$ cat config.mk
export PLATFORM = sky130hd
export DESIGN_NAME = uart_fifo_irq_ctl
export DESIGN_NICKNAME = d
export VERILOG_FILES = /design/src/rtl/uart_fifo_irq_ctl.sv
export SDC_FILE = /design/constraint.sdc
export NUM_CORES = 1
export LEC_CHECK = 0
export BUFFER_PORTS_ARGS = -buffer_cell sky130_fd_sc_hd__clkbuf_2
export CAP_MARGIN = 20
export CORE_AREA = 2 2 49 51
export DETAILED_ROUTE_END_ITERATION = 12
export DIE_AREA = 0 0 51 53
export HOLD_SLACK_MARGIN = 0.03
export PLACE_DENSITY = 0.81
export SLEW_MARGIN = 5
export SYNTH_ARGS = -nofsm -noshare
export SYNTH_HDL_FRONTEND = slang
export SYNTH_SLANG_ARGS = --single-unit
$ cat constraint.sdc
create_clock -name clk -period 1.65 [get_ports clk]
set_input_delay 0 -clock clk [delete_from_list [all_inputs] [get_ports clk]]
set_output_delay 0 -clock clk [all_outputs]
set_load 0.05 [all_outputs]
$ cat src/rtl/uart_fifo_irq_ctl.sv
module uart_fifo_irq_ctl #(
  parameter int CW = 5,
  parameter int TW = 4
) (
  input  logic          clk,
  input  logic          rst_n,
  input  logic          reg_rd,
  input  logic          reg_wr,
  input  logic          reg_addr,
  input  logic [7:0]    reg_wdata,
  output logic [7:0]    reg_rdata,
  input  logic [CW-1:0] tx_count,
  input  logic [TW-1:0] tx_trig,
  input  logic          tx_pop,
  input  logic          tx_load,
  input  logic          dma_wr,
  input  logic [CW-1:0] rx_count,
  input  logic [TW-1:0] rx_trig,
  input  logic          rx_push,
  input  logic          err_frame,
  input  logic          err_parity,
  input  logic          err_overrun,
  input  logic          brk_det,
  output logic          irq_txe,
  output logic          irq_rxf,
  output logic          irq_rxerr,
  output logic          tx_start
);
  localparam int NF = 7;
  localparam int F_TXE = 0;
  localparam int F_RXF = 1;
  localparam int F_SUM = 5;
  localparam int F_BRK = 6;

  logic [NF-1:0] flag_q, mark_q, set_v, clr_v;
  logic tie_q, rie_q, txen_q;

  wire [CW-1:0] txt = CW'(tx_trig);
  wire [CW-1:0] rxt = CW'(rx_trig);
  wire stat_rd = reg_rd & reg_addr;
  wire stat_wr = reg_wr & reg_addr;
  wire ctrl_wr = reg_wr & ~reg_addr;
  wire tx_low  = tx_count <= txt;
  wire rx_high = rx_count >= rxt;

  always_comb begin
    set_v        = '0;
    set_v[F_TXE] = tx_pop & tx_low;
    set_v[F_RXF] = rx_push & rx_high;
    set_v[2]     = err_frame;
    set_v[3]     = err_parity;
    set_v[4]     = err_overrun;
    set_v[F_SUM] = err_frame | err_parity | err_overrun;
    set_v[F_BRK] = brk_det;
  end

  always_comb begin
    clr_v = stat_wr ? (~reg_wdata[NF-1:0] & mark_q) : '0;
    if (rx_high) clr_v[F_RXF] = 1'b0;
    if (dma_wr)  clr_v[F_TXE] = 1'b1;
  end

  always_ff @(posedge clk) begin
    if (!rst_n) begin
      flag_q <= '0;
      mark_q <= '0;
      tie_q  <= 1'b0;
      rie_q  <= 1'b0;
      txen_q <= 1'b0;
    end else begin
      flag_q <= (flag_q & ~clr_v) | set_v;
      if (reg_wr)       mark_q <= '0;
      else if (stat_rd) mark_q <= mark_q | flag_q;
      if (ctrl_wr) begin
        tie_q  <= reg_wdata[0];
        rie_q  <= reg_wdata[1];
        txen_q <= reg_wdata[2];
      end
    end
  end

  wire tdre = ~txen_q | (tx_count == '0);

  assign reg_rdata = reg_addr ? {tdre, flag_q} : {5'b0, txen_q, rie_q, tie_q};
  assign irq_txe   = tie_q & flag_q[F_TXE] & tx_low;
  assign irq_rxf   = rie_q & flag_q[F_RXF];
  assign irq_rxerr = rie_q & (|flag_q[F_BRK:2]);
  assign tx_start  = txen_q & tx_load;
endmodule

==> summary by stage, run 1 <==
Timing
The slew of the pin with the lowest slew margin is between 400 and 500 ps. Setup repair after global routing left no endpoint under its margin. The total count of max-transition violations in the final report is 0.

The achievable clock frequency is about 640 MHz. In the finished design, the share of the clock period the worst path needs comes to approximately 95%. The setup-violating endpoint count in the final report is 0. The clock tree skew after final layout is approximately 2.2 ps. The worst pin sits at a relative slew slack of between 70% and 80%. In the final timing run, aggregate negative setup slack is 0 ps. The count of endpoints failing hold in the final timing report is 0. For the finished layout, the period the worst path requires is between 1500 and 2000 ps.

Cells and area
The area growth from synthesis to layout is 39.4%. In the layout the commonest cells are 49 x clkbuf_2, 17 x dfxtp_1, 13 x a21oi_1. The proportion of layout cells with a drive suffix above 1 is roughly 34%. Leaving out fill and tap cells, the most frequent cell in the layout is clkbuf_2. The antenna diode count is 0.

After the last flow step, the layout net total stands at 218. The count of cells in the finished layout, fillers not included, comes to 198.

Logic synthesis
The total of flip-flops plus latches after synthesis is 17. The primary flip-flop cell chosen by synthesis mapping is dfxtp_1. Sequential elements use a little over a third of the synthesized area.

Yosys attributes the largest share of cell area to dfxtp_1 35%, ha_1 10%, a21oi_1 6.7%. After synthesis, the share of flip-flops with an asynchronous set or reset is 0%. Synthesis produced a netlist with a net count of between 150 and 200.

The number of library cell types mapped by synthesis is 29. The share of the synthesized area in the top cell type is 35.0%. In this run, synthesis inferred 0 flip-flops with an integrated enable. Yosys printed 0 warnings. The library cell occupying the most area in the post-synthesis netlist is dfxtp_1. The post-synthesis instance area is 972 µm². Synthesis produced 111 cells.

The synthesized area per cell is just under 9 µm².

Floorplan
In this run the horizontal extent of the chip is 51 µm. The die outline area is approximately 0.0027 mm². Measured along the y axis, the die boundary spans around 53 µm. The initial utilization of the core area, before any placement, comes to 45.3%. The total area inside the core boundary comes to 0.00215 mm².

Pin placement for this block handled just over 50 I/O pins. The initialized floorplan defines 17 standard-cell rows.

Power
Dividing total power by cell area gives a power density of between 600 and 700 mW/mm². The final total power is about 900 µW. The maximum VDD drop is around 0.59 mV.

The analysis attributes to cell leakage a power of 0.660 nW.

Worst setup path
STA puts the critical path data arrival time at approximately 1600 ps. In this run the register-to-register setup slack is approximately 200 ps. The worst setup path is launched from a register.

The worst setup path endpoint is irq_rxerr. The startpoint identified for the worst register-to-register timing path is mark_q[1]. Counting cells, the worst reg-to-reg path comes to 4.

The most critical setup path has its startpoint at flag_q[6]. STA puts the critical path data required time at 1650 ps. The endpoint class of the critical path is an output pin. The critical path is of the reg -> out type.

Of all nets on the critical path, the largest fanout is 4. The endpoint identified for the worst register-to-register timing path is flag_q[1].

Clock network
The clock reaches the later pin of the worst-skew pair after 280 ps. The root buffer cell chosen for the clock tree is clkbuf_4. The maximum buffer depth of the clock tree is 2. The clock slew seen by the registers of the worst setup and hold paths is around 90 ps. The number of gates resized after CTS was 0. The H-tree depth is 1. The number of sinks handled by clock tree synthesis is 17. TritonCTS built the clock tree. The total CTS buffers is 3.

Placed design
The half-perimeter wire length of the detailed placement result is between 1500 and 2000 µm. Buffers placed on the I/O ports in this run total 49. The number of placed instances, taps included, is between 150 and 200. The routability congestion estimate is roughly 0.78.

Detailed routing
The number of DRC violations after detailed routing is 0. The vias per cell is 5.01. The routed design has 2330 µm of wire. The total number of vias is a little under 1000.

The first-iteration detailed-routing DRC count is 18. The count of nets left with antenna violations once routing finished came out at 0. The length of the first detailed-routing pass in iterations is 4. Dividing the detail-routed wire length by the instance count gives 11.8 µm.

Run status
The flow ran to the end, and the final reports show no timing, DRC or antenna violations.

Global route
The pin count of the biggest net entering global routing is 12. For this run the aggregate overflow at the end of global routing stands at 0. The number of antenna violations at the first check in global routing is 0.

The via count of the first global-routing pass was 950. The first global-routing pass estimated 3860 µm of wire. Global routing consumed, over all layers together, roughly a fifth of the routing resources.

Hold path
The class of the tightest hold or removal check is in -> reg.

Job
Max-cap violations in this run came to 0.
-- state kept, by name, indices dropped and copies added (netlist names) --
signal / count
flag_q: 7
mark_q: 7
rie_q: 1
tie_q: 1
txen_q: 1
-- layer usage --
layer	up-vias	routed length [µm]	global-route usage (%)
li1	503	-	-
met4	0	17	5.41
met2	26	1260	37.9
met5	-	0	0
met3	2	90	1.98
met1	461	966	20.4
-- timing repair --
action / in CTS / in global routing
hold buffers: 10 / 0
setup buffers: 0 / 0
endpoints found under the hold margin: 10 / 0
-- cell type report --
type | instances | area, µm²
Fill cell | 194 | 793
Multi-Input combinational cell | 79 | 567
Timing Repair Buffer | 59 | 345
Sequential cell | 17 | 340
Inverter | 11 | 41.3
Tap cell | 28 | 35.0
Clock buffer | 4 | 26.3
-- per-stage QoR --
step | hold slack [ps] | worst slack, ps | util (%) | cell area [µm²]
2_1_floorplan | 139 | 493 | - | 972
3_3_place_gp | 230 | 393 | 57.2 | 1230
3_5_place_dp | 255 | 358 | 57.2 | 1230
4_1_cts | 60.6 | 72.5 | 63.1 | 1360
5_1_grt | 74.9 | 16.9 | 63.1 | 1360
6_report | 68.2 | 90.0 | 63.1 | 1360
-- Yosys cell counts (2+ instances only) --
cell type  instances
mux2_2             3
or4_1              2
a21oi_1           13
inv_1             11
o21ai_0            4
nand2b_1           2
and2_1             8
ha_1               8
clkbuf_1           2
nand3b_1           6
dfxtp_1           17
nor2b_1            9
nor2_1             8
mux2i_1            3
-- critical path: stages, from the launching register on --
cell and delay [ps]:
dfxtp_1 340, or4_1 530, o21a_1 180, clkbuf_2 230
-- power breakdown --
group,internal (mW),switching [mW]
logic,0.111,0.133
clock network,0.0937,0.119
registers,0.429,0.0165
-- logic make-up (layout without fill, tap and decap cells) --
| family | Yosys count | in the layout | synth area share (%) |
|---|---|---|---|
| AND/OR/NAND/NOR | 39 | 39 | 24.2 |
| AO/OA/AOI/OAI | 26 | 26 | 17.2 |
| flip-flops | 17 | 17 | 35.0 |
| buffers and inverters | 15 | 74 | 6.69 |
| adder cells (fa/ha/maj) | 8 | 8 | 10.3 |
| multiplexers | 6 | 6 | 6.56 |
-- worst min path at each step --
stage	from	endpoint	slack, ps	cells past startpoint
final	reg_wdata[4]	flag_q[4]	70	4
after global routing	reg_wdata[4]	flag_q[4]	70	4
after CTS	reg_wdata[4]	flag_q[4]	60	4
after detailed placement	brk_det	flag_q[6]	250	3
after global placement	brk_det	flag_q[6]	230	3
after floorplan	err_frame	flag_q[2]	140	2
(Power assumes the default switching activity.)
==> inputs of run 2 (changes only) <==
--- a/config.mk
+++ b/config.mk
@@ -11,4 +11,5 @@
 export DETAILED_ROUTE_END_ITERATION = 12
 export DIE_AREA = 0 0 51 53
+export GPL_TIMING_DRIVEN = 0
 export HOLD_SLACK_MARGIN = 0.03
 export PLACE_DENSITY = 0.81
==> constraint.sdc (replaced) <==
create_clock -name clk -period 1.65 [get_ports clk]
set_input_delay 0.495 -clock clk [delete_from_list [all_inputs] [get_ports clk]]
set_output_delay 0.495 -clock clk [all_outputs]
set_load 0.05 [all_outputs]
==> run 2 against run 1 <==
Compared with the run above:
- the flow now finishes with violations (negative setup slack)
- clock power rose by 4%
- flip-flop and latch count did not move
- wire length up 13%
- worst hold slack better by 370 ps
- combinational power up 24%
- via count grew 3.1%
- sequential power about the same
- total power increased by 7.5%
- final area up 12%
==> summary by stage, run 2 (synthesis gave the netlist of run 1 again) <==
Global route
The overflow left after global routing is 0 (unchanged). The via count of the first global-routing pass came to 991 (+4.3%). The pin count of the biggest net entering global routing was 12 (unchanged). The number of antenna violations at the first check in global routing is 0 (unchanged). The global-route usage over all layers is 20.5% (+1.7 points). The wire length of the first global-routing pass is 4200 µm (+8.9%).

Timing
The post-layout worst setup margin came to -468 ps (-558 ps). The final period demand of the worst path is 2120 ps (+558 ps). The slew of the pin with the lowest slew margin came to 348 ps (-55.8 ps).

The setup-violating endpoint count in the final report is 3 (+3). Setup repair after global routing could not meet its margin everywhere. The setup TNS after final layout was -1270 ps (-1270 ps). The achievable clock frequency came to 472 MHz (-26%).

The part of the cycle the worst path needs came to 128% (+34 points). The final hold slack is 435 ps (+367 ps). The count of endpoints failing hold in the final timing report is 0 (unchanged).

The worst max-slew margin expressed relative to the limit was 76.2% (+3.2 points). The clock tree skew after final layout is 2.50 ps (+0.333 ps). The total count of max-transition violations in the final report was 0 (unchanged).

Worst setup path
The endpoint class of the critical path is an output pin. Among cell families on the critical path, the largest total delay comes from compound AO/OA/AOI/OAI gates. The cell at the slowest stage of the critical path is ha_4. The worst setup path is of the in -> out kind. STA classifies the critical path startpoint as a primary input.

The delay of the slowest cell on the worst path is 270 ps (-260 ps). The cell count of the worst reg-to-reg path is 4 (unchanged). The critical path required time was 1150 ps (-500 ps).

The critical path depth in cells came to 8 (+5). The highest fanout seen on the critical path is 3 (-1). The launching element of the worst setup path is tx_trig[2]. The startpoint identified for the worst register-to-register timing path is flag_q[0].

The critical path data arrival time is 1620 ps (+60 ps). The critical path goes through buf_8, inv_4, ha_4, nand3_2, o221ai_2, o21ai_1, and3_4, clkbuf_16. The sum of buffers and inverters on the critical path is 3 (+2).

The internal reg-to-reg setup slack is 600 ps (+400 ps).

Run status
The checks that failed: negative setup slack. The flow ran to the end, but the final reports show violations.

Cells and area
Relative to the synthesized area, the layout overhead comes to 55.7%. The largest registers in the layout are flag_q: 7 flops, mark_q: 7 flops. The post-layout instance count excluding filler cells was 193 (-2.5%). The proportion of layout cells with a drive suffix above 1 is 46.7% (+13 points). The core utilization of the finished layout is 70.5% (+7.4 points). The post-layout instance area came to 0.00151 mm² (+12%). In the layout the commonest cells are 36 x clkbuf_2, 15 x dfxtp_1, 12 x a21oi_1. The leading cell type in the layout, fill and taps excluded is clkbuf_2. The antenna diode count came to 0 (unchanged). The final net count is 213 (-2.3%).

Detailed routing
The aggregate routed wire length is 2630 µm (+13%). The number of antenna-violating nets in the routed design was 0 (unchanged). The first-iteration detailed-routing DRC count is 10 (-8). The length of the first detailed-routing pass in iterations came to 4 (unchanged). The vias per cell is 5.30 (+5.8%). The final routed wire length divided by cell count came to 13.6 µm (+16%). The number of DRC violations after detailed routing is 0 (unchanged). The total number of vias is 1023 (+3.1%).

Clock network
The clock slew seen by the registers of the worst setup and hold paths is 100 ps (about the same). The maximum buffer depth of the clock tree is 2 (unchanged). The total CTS buffers was 3 (unchanged). The cell at the root of the clock tree is clkbuf_4. The insertion delay of the later-clocked pin in the worst-skew pair is 290 ps (about the same). The H-tree depth came to 1 (unchanged). The cts-stage hold buffer count came to 0 (-10). TritonCTS built the clock tree. The number of sinks handled by clock tree synthesis is 17 (unchanged).

Power
The internal power component is 675 µW (+6.6%). The clock power share was 22.9% (-0.7 points). The leakage component of the power is 0.689 nW (+4.5%). The sequential group share of total power came to 46.0% (-3.4 points). The switching power summed over all nets was 295 µW (+9.8%). The total power density per cell area was 641 mW/mm² (-3.7%). The final total power was 971 µW (+7.5%). The net switching share of the total power is 30.4% (+0.62 points).

The share of power burned in combinational logic is 31.1% (+4.0 points). The maximum VDD drop was 0.399 mV (-33%).

Floorplan
The die outline area came to 0.00270 mm² (unchanged). The initial core utilization is 45.3% (unchanged). The floorplan die width came to 51 µm (unchanged). The number of top-level design ports is 51 (unchanged). The overall die height is 53 µm (unchanged). The standard-cell row count was 17 (unchanged). The core outline area is 0.00215 mm² (unchanged).

Hold path
The number of instances on the worst hold path is 3 (-1). The startpoint identified for the worst hold timing path is brk_det. The class of the tightest hold or removal check is in -> reg.

Placed design
The placed instance count was 188 (+2.2%). The routability congestion estimate is 0.856 (+10%). The setup slack at placement is -500 ps (-857 ps). The number of input and output port buffers inserted came to 49 (unchanged).

The area after detailed placement is 0.00130 mm² (+5.5%). The half-perimeter wire length of the detailed placement result was 1840 µm (-1.1%).

Job
The number of max-capacitance violations reported is 0 (unchanged).
run 2: layout make-up:
class                   instances  area, µm²
plain buffers                   3       18.8
clock buffers                   4       26.3
fillers                       172        634
inverters                      11       43.8
multi-input cells              79        649
flip-flops and latches         17        343
well taps                      28       35.0
repair buffers                 51        398
run 2: power groups by stage:
stage / Clock [mW] / Sequential (mW) / Combinational (mW)
floorplan: 0 / 0.450 / 0.163
global placement: 0 / 0.453 / 0.237
detailed placement: 0 / 0.454 / 0.244
CTS: 0.219 / 0.445 / 0.284
global route: 0.231 / 0.450 / 0.326
finish: 0.222 / 0.447 / 0.302
run 2: worst min-delay path, cell delays in order:
cell and delay (ps):
clkbuf_2 80, a21oi_1 30, nor2b_1 90
run 2: routing by layer:
| layer | GRT usage (%) | part of all wire, % | vias up |
|---|---|---|---|
| met1 | 24.7 | 42 | 488 |
| met4 | 6.31 | 2.4 | 0 |
| met5 | 0 | 0 | - |
| met2 | 37.2 | 51 | 30 |
| met3 | 3.39 | 4.3 | 10 |
| li1 | - | - | 495 |
run 2: final timing paths:
path	endpoint
min	flag_q[6]
min reg2reg	mark_q[6]
max	irq_txe
max reg2reg	flag_q[0]
run 2: what timing repair did:
action                     CTS  global route
hold endpoints to repair     0             0
setup buffers                2             0
setup endpoints to repair   10             3
gates resized for setup     24            19
pin swaps                    5             6
==> inputs of run 3 (changes only) <==
clock period = 2.6 ns   (was 1.65 ns; I/O delays follow)
==> run 3 against run 2 <==
Compared with the run above:
- the run still ends with negative setup slack left
- core utilization down 4.6 points
- cell count up 0.52%
- wire length down 6.4%
- critical path type unchanged
- critical endpoint unchanged
- largest cell class unchanged
- highest routed layer unchanged
==> summary by stage, run 3 (synthesis gave the netlist of run 1 again) <==
Cells and area
Leaving out fill and tap cells, the most frequent cells in the layout are 43 x clkbuf_2, 17 x dfxtp_1, 12 x a21oi_1. The antenna diode count was 0 (unchanged). Leaving out fill and tap cells, the most frequent cell in the layout is clkbuf_2. The final net count is 214 (+0.47%). The core utilization of the finished layout is 65.9% (-4.6 points). The area taken by multi-input logic gates is 627 µm² (-3.5%). The number of fill cells is 173 (+0.58%). Compared with the post-synthesis result, the final layout area differs by 45.6%. The largest registers in the layout are flag_q: 7 flops, mark_q: 7 flops.

The storage element area is 340 µm² (-0.73%). The proportion of layout cells with a drive suffix above 1 is 44.0% (-2.7 points).

Timing
The setup-violating endpoint count in the final report came to 1 (-2). The worst max-slew margin expressed relative to the limit is 74.2% (-2.0 points). Static timing analysis puts the maximum clock frequency at between 300 and 400 MHz.

The setup TNS after final layout is -40.3 ps (+1230 ps). The total count of max-transition violations in the final report is 0 (unchanged). The clock tree skew after final layout is 8.72 ps (+6.22 ps). Setup repair after global routing could not meet its margin everywhere. The slew of the pin with the lowest slew margin is 386 ps (+38.6 ps). The post-layout worst setup margin came to -40.3 ps (+428 ps). Dividing the final minimum period by the clock period gives 102%. The count of endpoints failing hold in the final timing report was 0 (unchanged). The final period demand of the worst path is between 2000 and 3000 ps.

Worst setup path
The cell at the slowest stage of the critical path is ha_4. The sum of buffers and inverters on the critical path was 2 (-1). The critical path launch point type is a primary input. The delay of the slowest cell on the worst path is 240 ps (-30 ps).

The critical path is of the in -> out type. The critical path data arrival time is 1860 ps (+240 ps). Walking the worst path, the cells encountered are clkbuf_8, ha_4, a21oi_2, o221ai_2, o21ai_1, and3_4, clkbuf_16. On the critical path the largest part of the delay comes from compound AO/OA/AOI/OAI gates. The endpoint class of the critical path is an output pin.

The critical path required time is 1820 ps (+670 ps). The highest fanout seen on the critical path is 3 (unchanged).

Detailed routing
The number of antenna-violating nets in the routed design is 0 (unchanged). The number of DRC violations after detailed routing is 0 (unchanged). The aggregate routed wire length came to 2470 µm (-6.4%). The vias per cell is 5.06 (-4.6%). The final routed wire length divided by cell count came to 12.7 µm (-6.9%). The total number of vias was 981 (-4.1%).

The length of the first detailed-routing pass in iterations came to 4 (unchanged). The first-iteration detailed-routing DRC count was 14 (+4).

Clock network
TritonCTS built the clock tree. The number of sinks handled by clock tree synthesis is 17 (unchanged). The maximum buffer depth of the clock tree is 2 (unchanged). The H-tree depth is 1 (unchanged). The cell at the root of the clock tree is clkbuf_4. The insertion delay of the later-clocked pin in the worst-skew pair is 290 ps (about the same). The clock slew seen by the registers of the worst setup and hold paths was 90 ps (about the same). The total CTS buffers came to 3 (unchanged).

Floorplan
The initial core utilization is 45.3% (unchanged). The overall die height was 53 µm (unchanged). The core outline area is 0.00215 mm² (unchanged). The floorplan die width was 51 µm (unchanged). The number of top-level design ports was 51 (unchanged). The standard-cell row count was 17 (unchanged). The die outline area is 0.00270 mm² (unchanged).

Global route
The overflow left after global routing came to 0 (unchanged). The global-route usage over all layers is 19.9% (-0.65 points). The via count of the first global-routing pass was 950 (-4.1%).

The wire length of the first global-routing pass is 4020 µm (-4.5%). The number of antenna violations at the first check in global routing was 0 (unchanged). The pin count of the biggest net entering global routing was 11 (-1).

Power
The total power density per cell area is 419 mW/mm² (-35%). The leakage component of the power is 0.656 nW (-4.8%). The maximum VDD drop came to 0.338 mV (-15%).

Placed design
The half-perimeter wire length of the detailed placement result is 1840 µm (+0.16%). The routability congestion estimate is 0.777 (-9.2%). The number of input and output port buffers inserted is 49 (unchanged).

Run status
The checks that failed: negative setup slack. The flow ran to the end, but the final reports show violations.

Job
The number of max-capacitance violations reported was 0 (unchanged).

Hold path
The tightest min-delay check is of the reg -> reg type.
==> run 3: cell type report <==
class | count | share of cell area [%]
buffer | 4 | 1.68
clock buffer | 4 | 1.86
inverter | 11 | 2.92
multi-input combinational | 79 | 44.3
sequential | 17 | 24.0
tap | 28 | 2.48
timing repair buffer | 51 | 22.7
==> run 3: per-layer routing <==
layer	share of wire [%]	routed length (µm)	global-route usage [%]	up-vias
met1	40	996	21.0	446
met3	5.0	124	4.80	2
met2	54	1330	38.1	37
met5	0	0	0	-
li1	-	-	-	496
met4	0.77	19	6.76	0
==> run 3: per-stage QoR <==
stage	setup WS [ps]	cell area (µm²)	total power [mW]	hold slack (ps)	instances
2_1_floorplan	15.5	975	0.381	437	111
3_3_place_gp	-250	1250	0.429	448	188
3_5_place_dp	-302	1250	0.436	462	188
4_1_cts	-51.1	1380	0.594	486	193
5_1_grt	-113	1420	0.629	508	194
6_report	-40.3	1420	0.593	478	194
==> run 3: final timing paths <==
path                                  start         to  slack [ps]  cells past startpoint
worst min-delay path              mark_q[3]  mark_q[3]         480                      2
worst max register to register    flag_q[0]  flag_q[0]        1550                      4
worst min register to register    mark_q[3]  mark_q[3]         480                      2
worst max-delay path            tx_count[2]    irq_txe         -40                      7
==> run 3: report_power, final <==
part           total [mW]  switching, mW  leakage, nW  internal [mW]
Clock               0.139         0.0796       0.0150         0.0597
Sequential          0.283         0.0106        0.140          0.272
Combinational       0.171         0.0913        0.502         0.0802
==> run 3: repair_timing <==
| action | CTS | global route |
|---|---|---|
| hold buffers | 0 | 0 |
| setup buffers | 1 | 1 |
| pin swaps | 4 | 3 |
| gates resized for setup | 18 | 8 |
| cloned | 0 | 0 |
| endpoints found under the setup margin | 2 | 2 |
==> run 3: worst min-delay path, delay by kind of cell (launching register included) <==
| kind | cells | cell delay [ps] |
|---|---|---|
| simple gates | 1 | 70 |
| flops | 1 | 330 |
| compound gates | 1 | 40 |
